--- src/rtl/gpio_port.sv ---
module gpio_port #(
  parameter int WIDTH = 8
) (
  input  logic             clk,
  input  logic             rst_n,
  input  logic [1:0]       bus_addr,
  input  logic             bus_we,
  input  logic             bus_re,
  input  logic             bus_rmw,
  input  logic [WIDTH-1:0] bus_wdata,
  output logic [WIDTH-1:0] bus_rdata,
  input  logic [WIDTH-1:0] pad_in,
  output logic [WIDTH-1:0] pad_out,
  output logic [WIDTH-1:0] pad_oe,
  input  logic             stop_mode,
  input  logic             float_en
);
  localparam logic [1:0] A_DATA = 2'd0;
  localparam logic [1:0] A_DIR  = 2'd1;
  localparam logic [1:0] A_ANA  = 2'd2;

  logic [WIDTH-1:0] latch_q, dir_q, ana_q, sync1_q, sync2_q;
  logic             float_all;

  always_ff @(posedge clk)
    if (bus_we && bus_addr == A_DATA) latch_q <= bus_wdata;

  always_ff @(posedge clk or negedge rst_n)
    if (!rst_n) begin
      dir_q   <= '0;
      ana_q   <= '1;
      sync1_q <= '0;
      sync2_q <= '0;
    end else begin
      sync1_q <= pad_in;
      sync2_q <= sync1_q;
      if (bus_we && bus_addr == A_DIR) dir_q <= bus_wdata;
      if (bus_we && bus_addr == A_ANA) ana_q <= bus_wdata;
    end

  assign float_all = stop_mode & float_en;
  assign pad_out   = latch_q;
  assign pad_oe    = float_all ? '0 : dir_q;

  always_comb begin
    bus_rdata = '0;
    if (bus_re)
      case (bus_addr)
        A_DATA:  bus_rdata = bus_rmw ? latch_q : (sync2_q & ~ana_q);
        A_DIR:   bus_rdata = dir_q;
        A_ANA:   bus_rdata = ana_q;
        default: bus_rdata = '0;
      endcase
  end
endmodule

--- config.mk ---
export PLATFORM = sky130hd
export DESIGN_NAME = gpio_port
export DESIGN_NICKNAME = d
export VERILOG_FILES = /design/src/rtl/gpio_port.sv
export SDC_FILE = /design/constraint.sdc
export NUM_CORES = 1
export LEC_CHECK = 0
export BUFFER_PORTS_ARGS = -buffer_cell sky130_fd_sc_hd__buf_2
export CORE_MARGIN = 1
export CORE_UTILIZATION = 40
export DETAILED_ROUTE_END_ITERATION = 10
export SLEW_MARGIN = 0
export SYNTH_ARGS = -nofsm -noshare
export SYNTH_HDL_FRONTEND = slang
export SYNTH_SLANG_ARGS = --single-unit
--- constraint.sdc ---
create_clock -name clk -period 1 [get_ports clk]
set_input_delay 0.05 -clock clk [delete_from_list [all_inputs] [get_ports clk]]
set_output_delay 0.05 -clock clk [all_outputs]
set_load 0.02 [all_outputs]
==> summary.md <==
| Metric | Value |
|---|---|
| Highest clock rate | 732 MHz |
| Final cell count without fillers | 244 |
| Period utilization | 137% |
| Worst setup path class | flip-flop to output port |
| FP Rows | 22 |
| CP arrival | 1320 ps |
| Total of max-cap violations | 0 |
| Final Instance Area | 2370 sq um |
| Endpoint class of the critical path | output port |
| Area of the multi-input gates | 592 sq um |
| PD cells | 1660 nW/um^2 |
| Min Tclk post-route | 1370 ps |
| Initial Util | 42.7% |
| Io pins | 49 |
| Finish-stage setup viols | 10 |
| Buffers on Ports | 48 |
| Sequential area share after synthesis | 65.8% |
| Gr ovfl total | 0 |
| Vias per std cell | 4.85 |
| Core area | 3740 sq um |
| Total Power | 0.00394 W |
| Clock transition at the registers of the reported paths | 70 ps |
| Maximum root-to-sink buffer count | 2 |
| Status | complete, but fails checks |
| TritonCTS clock tree | built |
| Total CTS buffers | 5 |
| Worst slew pin tran | 364 ps |
| Adder-cell share of the synthesized area | 0% |
| P&R area growth vs syn | 48.3% |
| Seq cells post-synth | 40 |
| Drt wl/cell | 14.6 um |
| Post-Synth Simple-Gate Area | 11.7% |
| Synth warn | 0 |
| Vias | 1,183 |
| Main combinational cell family by area after synthesis | simple AND/OR/NAND/NOR gates |
| Cell accounting for the most synthesized area | dfrtp_1 |
| Fillers | 314 |
| Compound-Gate Fraction of Synth Area | 9.95% |
| H-tree depth | 2 |
| Startpoint types | flip-flop |
| Netlist cell types | 21 |
| Clk_lat worst skew | 290 ps |
| Post-route ant nets | 0 |
| Layout cells sized above 1 | 56.1% |
| Mux share of post-synthesis cell area | 11.3% |
| Seq. cell area | 1050 sq um |
| GP Congestion | 0.788 |
| Drt total wl | 3570 um |
| Max-slew headroom | 75.7% |
| Avg Synthesized Cell Area | 14.0 sq um |
| Synth top area cells | dfrtp_1, edfxtp_1, dfstp_2 |
| Initial antenna violation count | 0 |
| DIE AREA | 4250 sq um |
| Total track usage | 19.3% |
| Largest net degree at the start of global routing | 33 |
| Worst VDD drop | 0.00104 V |
| Die Height | 65.2 um |
| Core Util, Final | 63.3% |
| Cell count after placement | 214 |
| Root Buffer | clkbuf_8 |
| Detailed Route Iter0 Violations | 63 |
| Final WS setup | -367 ps |
| DP HPWL | 2280 um |
| RSZ-0062 raised after global routing | yes |
| First-pass GRT wire length | 5870 um |
| DRT Pass-1 Iters | 4 |
| Layout Skew | 1.08 ps |
| Final Max Tran Viols | 0 |
| Antenna Cells | 0 |
| Net Count, Synth | 139 |
| DP Area | 1970 sq um |
| Final Hold Viols | 0 |
| Share of the synthesized area in the top cell type | 37.6% |
| Synthesized area | 1600 sq um |
| Failing checks | setup timing |
| Leak | 1.06 nW |
| Classification of the worst-slack hold path | input pin to async pin |
| Clock sink total | 40 |
| Cells after Synth | 114 |
| DRC Markers | 0 |
| Vias in the first global route | 1,184 |
| Crit-path max FO | 2 |
| Crit path required time | 950 ps |
| Die Wd | 65.2 um |
| Nets | 220 |
| Post-Synth XOR/XNOR Area | 0% |
## registers in the layout (all words and copies together) (netlist names)
register  cells
dir_q         8
sync1_q       8
pad_out       8
sync2_q       8
ana_q         8
## per-layer routing
| layer | share of wire (%) | track usage [%] | wire (um) | vias to the layer above |
|---|---|---|---|---|
| met5 | 0 | 0 | 0 | - |
| met1 | 44 | 26.0 | 1560 | 558 |
| met4 | 1.6 | 7.34 | 58 | 0 |
| met3 | 6.7 | 5.38 | 239 | 6 |
| met2 | 48 | 29.6 | 1710 | 45 |
| li1 | - | - | - | 574 |
## worst max-delay path: stages (launching register included)
cell     delay (ps)
dfstp_2         530
nor2_1           40
a22oi_1         190
a22oi_2         100
buf_4           170
## power breakdown
| part | switching (W) | leakage (nW) | internal, W | total (W) |
|---|---|---|---|---|
| clock network | 0.000496 | 0.0395 | 0.000495 | 0.000991 |
| logic | 0.000430 | 0.577 | 0.000534 | 0.000964 |
| registers | 0.0000980 | 0.439 | 0.00188 | 0.00198 |
## worst paths after layout
| path | startpoint | endpoint | depth (start not counted) | slack, ps |
|---|---|---|---|---|
| setup / recovery | ana_q[5] | bus_rdata[5] | 4 | -370 |
| hold / removal | rst_n | sync1_q[4] | 3 | 240 |
| setup reg to reg | dir_q[7] | dir_q[7] | 2 | 110 |
| hold reg to reg | sync1_q[7] | sync2_q[7] | 0 | 350 |
| max in group asynchronous | rst_n | ana_q[7] | 3 | 520 |
| min in group clk | bus_addr[1] | ana_q[6] | 3 | 240 |
## cells in the final DEF, fill, tap and decap left out, drive strengths merged
| cell | instances |
|---|---|
| dfstp | 8 |
| and2b | 1 |
| o21ai | 7 |
| a22oi | 14 |
| a32oi | 1 |
| dlygate4sd3 | 17 |
| mux2 | 16 |
| nor2b | 1 |
| a21oi | 2 |
| buf | 59 |
| dfrtp | 24 |
| inv | 1 |
| or2b | 1 |
| nor2 | 8 |
| nand3 | 1 |
| nand3b | 1 |
| and2 | 9 |
| clkbuf | 8 |
| nand2 | 8 |
| nor3b | 1 |
| edfxtp | 8 |
## timing repair
item | CTS | global route
hold buffers | 17 | 0
gates resized for setup | 20 | 17
buffers inserted | 4 | 2
pin swaps | 6 | 9
setup endpoints to repair | 16 | 16
endpoints found under the hold margin | 48 | 0
cloned | 0 | 0
## final cells by class
type | instances | share of cell area, %
Tap cell | 48 | 2.53
Sequential cell | 40 | 44.4
Multi-Input combinational cell | 71 | 25.0
Inverter | 1 | 0.158
Clock buffer | 8 | 3.38
Timing Repair Buffer | 76 | 24.6
## cells in the mapped netlist, drive strengths merged
cell type,n
and2,9
nand3b,1
edfxtp,8
o21ai,7
nor2,8
buf,1
dfrtp,24
nor2b,1
mux2,16
or2b,1
a22oi,14
and2b,1
dfstp,8
a32oi,1
clkbuf,1
a21oi,2
nor3b,1
nand2,8
inv,1
nand3,1
## cell families (layout without fill, tap and decap cells)
family | Yosys count | after routing
DFF | 40 | 40
buffers and inverters | 3 | 85
AOI/OAI and AO/OA | 24 | 24
muxes | 16 | 16
and+or+nand+nor | 31 | 31
## stage by stage
stage	hold WS (ps)	TNS, ps	worst slack, ps
3_3_place_gp	13.1	-267	-49.4
4_1_cts	231	-3190	-430
5_1_grt	235	-3630	-431
3_5_place_dp	16.0	-395	-79.1
2_1_floorplan	-246	-217	-25.5
6_report	240	-2780	-367
No activity file was read; power rests on OpenSTA's default activity.
